<file path="src/rtl/rfe_unwind_pkg.sv">
package rfe_unwind_pkg;

    localparam int unsigned WORD_W = 32;

    typedef logic [WORD_W-1:0] word_t;

    // registered state of the unwinder
    typedef struct packed {
        word_t stat;
        word_t sp;
        word_t ksp;
        logic  fail;
    } unwind_state_t;

    // pointer choice made by the stack selector
    typedef struct packed {
        word_t sp_next;
        logic  ksp_load;
    } sp_choice_t;

    function automatic word_t keep_mask(input int unsigned keep_hi);
        word_t m;
        m = '1;
        return ~(m >> keep_hi);
    endfunction

    function automatic word_t field_mask(input int unsigned keep_hi, input int unsigned gap);
        word_t m;
        m = '1;
        return m >> (keep_hi + gap);
    endfunction

endpackage

</file>
<file path="src/rtl/rfe_flag_pop.sv">
module rfe_flag_pop
    import rfe_unwind_pkg::*;
#(
    parameter int unsigned KEEP_HI = 2,
    parameter int unsigned GAP     = 2,
    parameter int unsigned SHIFT   = 10,
    parameter int unsigned U_BIT   = 6,
    parameter int unsigned P_BIT   = 7,
    parameter int unsigned R_BIT   = 8
) (
    input  word_t stat_in,
    output word_t stat_pop,
    output logic  user_flag
);
    localparam word_t HI_MASK  = keep_mask(KEEP_HI);
    localparam word_t LOW_MASK = field_mask(KEEP_HI, GAP);

    word_t shifted;

    always_comb begin
        shifted  = (stat_in & HI_MASK) | ((stat_in & LOW_MASK) >> SHIFT);
        stat_pop = shifted;
        if (!shifted[R_BIT]) begin
            stat_pop[P_BIT] = 1'b1;
        end
        user_flag = shifted[U_BIT];
    end


    always_comb begin
        p_forced_chk: assert (shifted[R_BIT] || stat_pop[P_BIT]);
    end
endmodule

</file>
<file path="src/rtl/rfe_sp_select.sv">
module rfe_sp_select
    import rfe_unwind_pkg::*;
(
    input  logic       do_rfe,
    input  logic       to_user,
    input  word_t      sp_cur,
    input  word_t      sp_user,
    output sp_choice_t choice
);
    always_comb begin
        choice.sp_next  = sp_cur;
        choice.ksp_load = 1'b0;
        if (do_rfe && to_user) begin
            choice.sp_next  = sp_user;
            choice.ksp_load = 1'b1;
        end
    end


    always_comb begin
        no_swap_chk: assert (choice.ksp_load || choice.sp_next == sp_cur);
    end
endmodule

</file>
<file path="src/rtl/rfe_store_guard.sv">
module rfe_store_guard
    import rfe_unwind_pkg::*;
#(
    parameter int unsigned P_BIT = 7
) (
    input  logic  cstore,
    input  word_t stat_cur,
    output logic  fail
);
    assign fail = cstore & stat_cur[P_BIT];
endmodule

</file>
<file path="src/rtl/rfe_unwinder.sv">
module rfe_unwinder
    import rfe_unwind_pkg::*;
#(
    parameter int unsigned KEEP_HI = 2,
    parameter int unsigned GAP     = 2,
    parameter int unsigned SHIFT   = 10,
    parameter int unsigned U_BIT   = 6,
    parameter int unsigned P_BIT   = 7,
    parameter int unsigned R_BIT   = 8
) (
    input  logic              clk,
    input  logic              rst,
    input  logic              rfe_i,
    input  logic              cstore_i,
    input  logic [WORD_W-1:0] stat_i,
    input  logic [WORD_W-1:0] sp_i,
    input  logic [WORD_W-1:0] usp_i,
    output logic [WORD_W-1:0] stat_o,
    output logic [WORD_W-1:0] sp_o,
    output logic [WORD_W-1:0] ksp_o,
    output logic              store_fail_o
);
    localparam int unsigned OLD_U = U_BIT + SHIFT;
    localparam int unsigned OLD_R = R_BIT + SHIFT;

    word_t         stat_pop;
    logic          user_flag;
    sp_choice_t    choice;
    logic          fail_now;
    unwind_state_t st_q;
    unwind_state_t st_d;

    rfe_flag_pop #(
        .KEEP_HI(KEEP_HI), .GAP(GAP), .SHIFT(SHIFT),
        .U_BIT(U_BIT), .P_BIT(P_BIT), .R_BIT(R_BIT)
    ) pop_i (
        .stat_in  (stat_i),
        .stat_pop (stat_pop),
        .user_flag(user_flag)
    );

    rfe_sp_select sel_i (
        .do_rfe (rfe_i),
        .to_user(user_flag),
        .sp_cur (sp_i),
        .sp_user(usp_i),
        .choice (choice)
    );

    rfe_store_guard #(.P_BIT(P_BIT)) guard_i (
        .cstore  (cstore_i),
        .stat_cur(stat_i),
        .fail    (fail_now)
    );

    always_comb begin
        st_d.stat = rfe_i ? stat_pop : stat_i;
        st_d.sp   = choice.sp_next;
        st_d.ksp  = choice.ksp_load ? sp_i : st_q.ksp;
        st_d.fail = fail_now;
    end

    always_ff @(posedge clk) begin
        if (rst) begin
            st_q <= '0;
        end else begin
            st_q <= st_d;
        end
    end

    assign stat_o       = st_q.stat;
    assign sp_o         = st_q.sp;
    assign ksp_o        = st_q.ksp;
    assign store_fail_o = st_q.fail;


    hi_keep_chk: assert property (@(posedge clk) disable iff (rst)
        rfe_i |=> stat_o[WORD_W-1 -: KEEP_HI] == $past(stat_i[WORD_W-1 -: KEEP_HI]));


    user_swap_chk: assert property (@(posedge clk) disable iff (rst)
        (rfe_i && stat_i[OLD_U]) |=> (sp_o == $past(usp_i) && ksp_o == $past(sp_i)));


    kernel_stay_chk: assert property (@(posedge clk) disable iff (rst)
        (rfe_i && !stat_i[OLD_U]) |=> (sp_o == $past(sp_i) && $stable(ksp_o)));


    p_set_chk: assert property (@(posedge clk) disable iff (rst)
        (rfe_i && !stat_i[OLD_R]) |=> stat_o[P_BIT]);


    pass_chk: assert property (@(posedge clk) disable iff (rst)
        !rfe_i |=> (stat_o == $past(stat_i) && sp_o == $past(sp_i) && $stable(ksp_o)));


    fail_chk: assert property (@(posedge clk) disable iff (rst)
        1'b1 |=> store_fail_o == ($past(cstore_i) && $past(stat_i[P_BIT])));
endmodule

</file>
<file path="config.mk">
export PLATFORM = sky130hd
export DESIGN_NAME = rfe_unwinder
export DESIGN_NICKNAME = d
export VERILOG_FILES = /design/src/rtl/rfe_unwind_pkg.sv /design/src/rtl/rfe_flag_pop.sv /design/src/rtl/rfe_sp_select.sv /design/src/rtl/rfe_store_guard.sv /design/src/rtl/rfe_unwinder.sv
export SDC_FILE = /design/constraint.sdc
export NUM_CORES = 1
export LEC_CHECK = 0
export BUFFER_PORTS_ARGS = -buffer_cell sky130_fd_sc_hd__buf_2
export CORE_ASPECT_RATIO = 1.1
export CORE_MARGIN = 3
export CORE_UTILIZATION = 49
export DETAILED_ROUTE_END_ITERATION = 10
export PLACE_DENSITY = 0.85
export SYNTH_ARGS = -nofsm -noshare
export SYNTH_HDL_FRONTEND = slang
export SYNTH_HIERARCHICAL = 1
export SYNTH_SLANG_ARGS = --single-unit
</file>
<file path="constraint.sdc">
create_clock -name clk -period 3.1 [get_ports clk]
set_input_delay 0.155 -clock clk [delete_from_list [all_inputs] [get_ports clk]]
set_output_delay 0.155 -clock clk [all_outputs]
set_load 0.01 [all_outputs]
</file>
==> After elaboration in Yosys (flattened, before gate mapping) <==
Cells that the tools add are included.
{ "word_totals": {"input_bits": 100, "word_cells": 10, "register_bits": 97} }
{ "op_classes": {"bitwise": 2, "muxes": 3, "reduce_logical": 1} }
{ "ops": {"columns": ["cell", "count"], "rows": [
  ["$mux 33", 1],
  ["$mux 32", 1],
  ["$or 32x18->32", 1],
  ["$and 1x1->1", 1],
  ["$logic_and 1x1->1", 1],
  ["$mux 1", 1]
]} }

==> Depth between registers and ports, before layout <==
{ "logic_depth": {"depth_word": 3, "ltp_mapped": 8} }

==> Modules after synthesis <==
The synthesis kept the hierarchy.
{ "by_module_without_submodules": {"columns": ["mod", "instances", "area_each_um2", "cells_per_inst"], "rows": [
  ["rfe_unwinder", 1, 3243.1, 277],
  ["rfe_sp_select", 1, 513.0, 37],
  ["rfe_flag_pop", 1, 250.2, 34],
  ["rfe_store_guard", 1, 6.3, 1]
]} }

==> Least setup slack after synthesis <==
OpenSTA, ideal clock, no wires.
{ "synth_path": {"kind": "input port to flip-flop", "startpoint": "in stat_i[16]", "endpoint": "reg st_q, in the netlist ksp_o[10]", "required_ns": 2.972, "setup_slack_ns": 1.905, "t_arrival_ns": 1.068, "setup_time_ns": 0.128, "path_stages": 8, "path_buffers": 4, "cell_sequence": "buf_4 -> nand2_2 -> buf_6 -> inv_1 -> buf_6 -> buf_12 -> mux2i_1 -> nor2_1"} }
{ "synth_rtl": {"columns": ["element", "line", "text"], "rows": [
  ["start, declared", "rfe_unwinder.sv:15", "input logic [WORD_W-1:0] stat_i,"],
  ["end signal, assigned", "rfe_unwinder.sv:67", "st_q <= st_d;"],
  ["end, declared", "rfe_unwinder.sv:30", "unwind_state_t st_q;"]
]} }

==> impl_metrics.ini <==
[run_status]
status = completed

[timing]
finClkSkew_ns = 0
min_period_over_period = 0.495
grt_setup_unrepaired = false
drv_slew = 0
setup_slack_ns = 1.57
setup_viol = 0
fmax_mhz = 652
fin_setup_tns_ns = 0
worst_slew_pin_slew_ns = 0.939
fin_hold_ws_ns = 0.0466
period_needed_ns = 1.53
hold_viol_final = 0
slew_headroom = 0.372

[setup_path]
r2r_cells = 2
startpoint_type = input port
crit_start = stat_i[16]
end_kind = flip-flop
worstSetupPathType = in2reg
cp_max_fo = 27
critical_path_arrival_ns = 1.76
cp.required_ns = 3.33
timing.rr.start = ksp_o[2]$_SDFFE_PP0P_

[pwr]
p_clk_frac = 0.350
p_seq_frac = 0.501
p_int_mw = 2.08
total_leakage_power_nw = 2.63
p_comb_frac = 0.150
vdd_drop_max_mv = 0.268
power_switching_uw = 603
powerDensity_nw_per_um2 = 541
swShare = 0.225

[floorplan]
start_util = 0.520
rows = 33
die_w_microns = 92.3
core-area_sq_um = 7720
ios = 197
die_h_microns = 101
die_area_sq_um = 9310

[synth]
synth-seq-area-share = 0.484
synth_fa_ha_area_frac = 0
synth_warnings = 6
syn_inst = 349
avgSynthCellArea_sq_um = 11.5
ys_ff_latch = 97
synth_cell_type_count = 16
synth-xor-area-share = 0
muxShareOfSynthArea = 0.277
synth_top_family_by_area = multiplexers
synthesis.area_sq_um = 4010
synthSimpleGateAreaFrac = 0.116
synth-compound-area-share = 0

[clock_tree]
cts_tree = yes
cts_root_buf = clkbuf_8
clock_latency_ns = 0.33
max-clock-path-buffers = 2
clk_pin_slew_worst_paths_ns = 0.09
cts_resized = 0
cts_made_buffers = 9
postCtsSetupBuffers = 0
htreeDepth = 3
hold_buffers = 0
clock-sinks = 97

[layout]
layout.nets = 618
num_antenna_cells = 0
final_common_cell = buf_2
mostFrequentLayoutCells = 196 x buf_2, 97 x dfxtp_1, 64 x mux2i_1, 64 x nor2_1, 33 x nor2b_1
area_growth_pct = 23.6
drive_gt1_frac = 0.474

[placed_design]
io_buffers = 196
globalplace.congestion = 0.724
pre_cts_ws_ns = 1.23
hpwl_microns = 6780

[drt]
drt_iter0_markers = 63
viasPerCell = 4.62
routed_wl_microns = 8810
ant_nets = 0
drc = 0
wl_per_cell_microns = 14.1
firstDrtPassIters = 4
vias = 2895

[grt]
grt_overflow = 0
grt_pass1_vias = 2989
grt_max_degree = 55
antenna_found_initial = 0
grt_use_total = 0.190
grt_pass1_wl_microns = 14000

[flow_run]
maxCapViolations = 0

[hold_path]
min-delay-start = stat_i[29]
hold_class = in2reg
hold_depth = 3
## final timing paths
kind / slack [ns] / end
worst min-delay path: 0.05 / stat_o[29]$_SDFF_PP0_
worst max register to register: 2.43 / ksp_o[2]$_SDFFE_PP0P_
worst min register to register: 0.50 / ksp_o[24]$_SDFFE_PP0P_
worst max-delay path: 1.57 / sp_o[24]$_SDFF_PP0_
## cell type report
| cell class | count | area, sq um |
|---|---|---|
| Multi-Input combinational cell | 208 | 1620 |
| Sequential cell | 97 | 1940 |
| Tap cell | 105 | 131 |
| Clock inverter | 3 | 90.1 |
| Inverter | 1 | 3.75 |
| Timing Repair Buffer | 201 | 1030 |
| Clock buffer | 11 | 141 |
| Fill cell | 659 | 2760 |
## through the flow
stage | cells | total power [mW] | cell area (sq um) | util
after floorplan | 360 | 1.65 | 4050 | -
after global placement | 612 | 1.77 | 4730 | 0.612
after detailed placement | 612 | 1.78 | 4730 | 0.612
after CTS | 626 | 2.71 | 4960 | 0.642
after global routing | 626 | 2.81 | 4960 | 0.642
final | 626 | 2.68 | 4960 | 0.642
## Yosys cell counts
cell type | count | area, sq um
conb_1 | 1 | 3.75
inv_1 | 1 | 3.75
clkbuf_1 | 3 | 11.3
nor2b_1 | 33 | 206
nand2b_1 | 1 | 6.26
and2_1 | 1 | 6.26
mux2i_1 | 64 | 641
nand2_2 | 1 | 6.26
mux2_2 | 3 | 33.8
buf_12 | 6 | 120
nor2_1 | 64 | 240
buf_6 | 7 | 78.8
buf_4 | 35 | 263
dfxtp_1 | 97 | 1940
mux2_4 | 29 | 435
buf_2 | 3 | 15.0
## cells by family (layout without fill, tap and decap cells)
logic type	after synthesis	after routing
AND/OR/NAND/NOR	100	100
flip-flops	97	97
multiplexers	96	96
buffers and inverters	55	216
other	1	12
## flip-flops by register name, summed over array words and instances (netlist names)
name          flops
sp_o             32
stat_o           32
ksp_o            32
store_fail_o      1
## metal layers
metal,up-vias,GRT usage,part of all wire
li1,1420,-,-
met3,17,0.0560,0.076
met4,0,0.0789,0.023
met5,-,0,0
met2,129,0.343,0.51
met1,1329,0.207,0.39
## worst max-delay path: stages
cell,delay [ns]
buf_2,0.12
nand2_2,0.68
buf_4,0.34
mux2_4,0.32
nor2b_1,0.13
## power groups by stage
stage / combinational (mW) / sequential (mW) / clock [mW]
after floorplan: 0.237 / 1.41 / 0
after global placement: 0.394 / 1.37 / 0
after detailed placement: 0.405 / 1.37 / 0
after CTS: 0.406 / 1.35 / 0.963
after global routing: 0.440 / 1.35 / 1.01
final: 0.401 / 1.34 / 0.938
No activity file was read; power rests on OpenSTA's default activity.
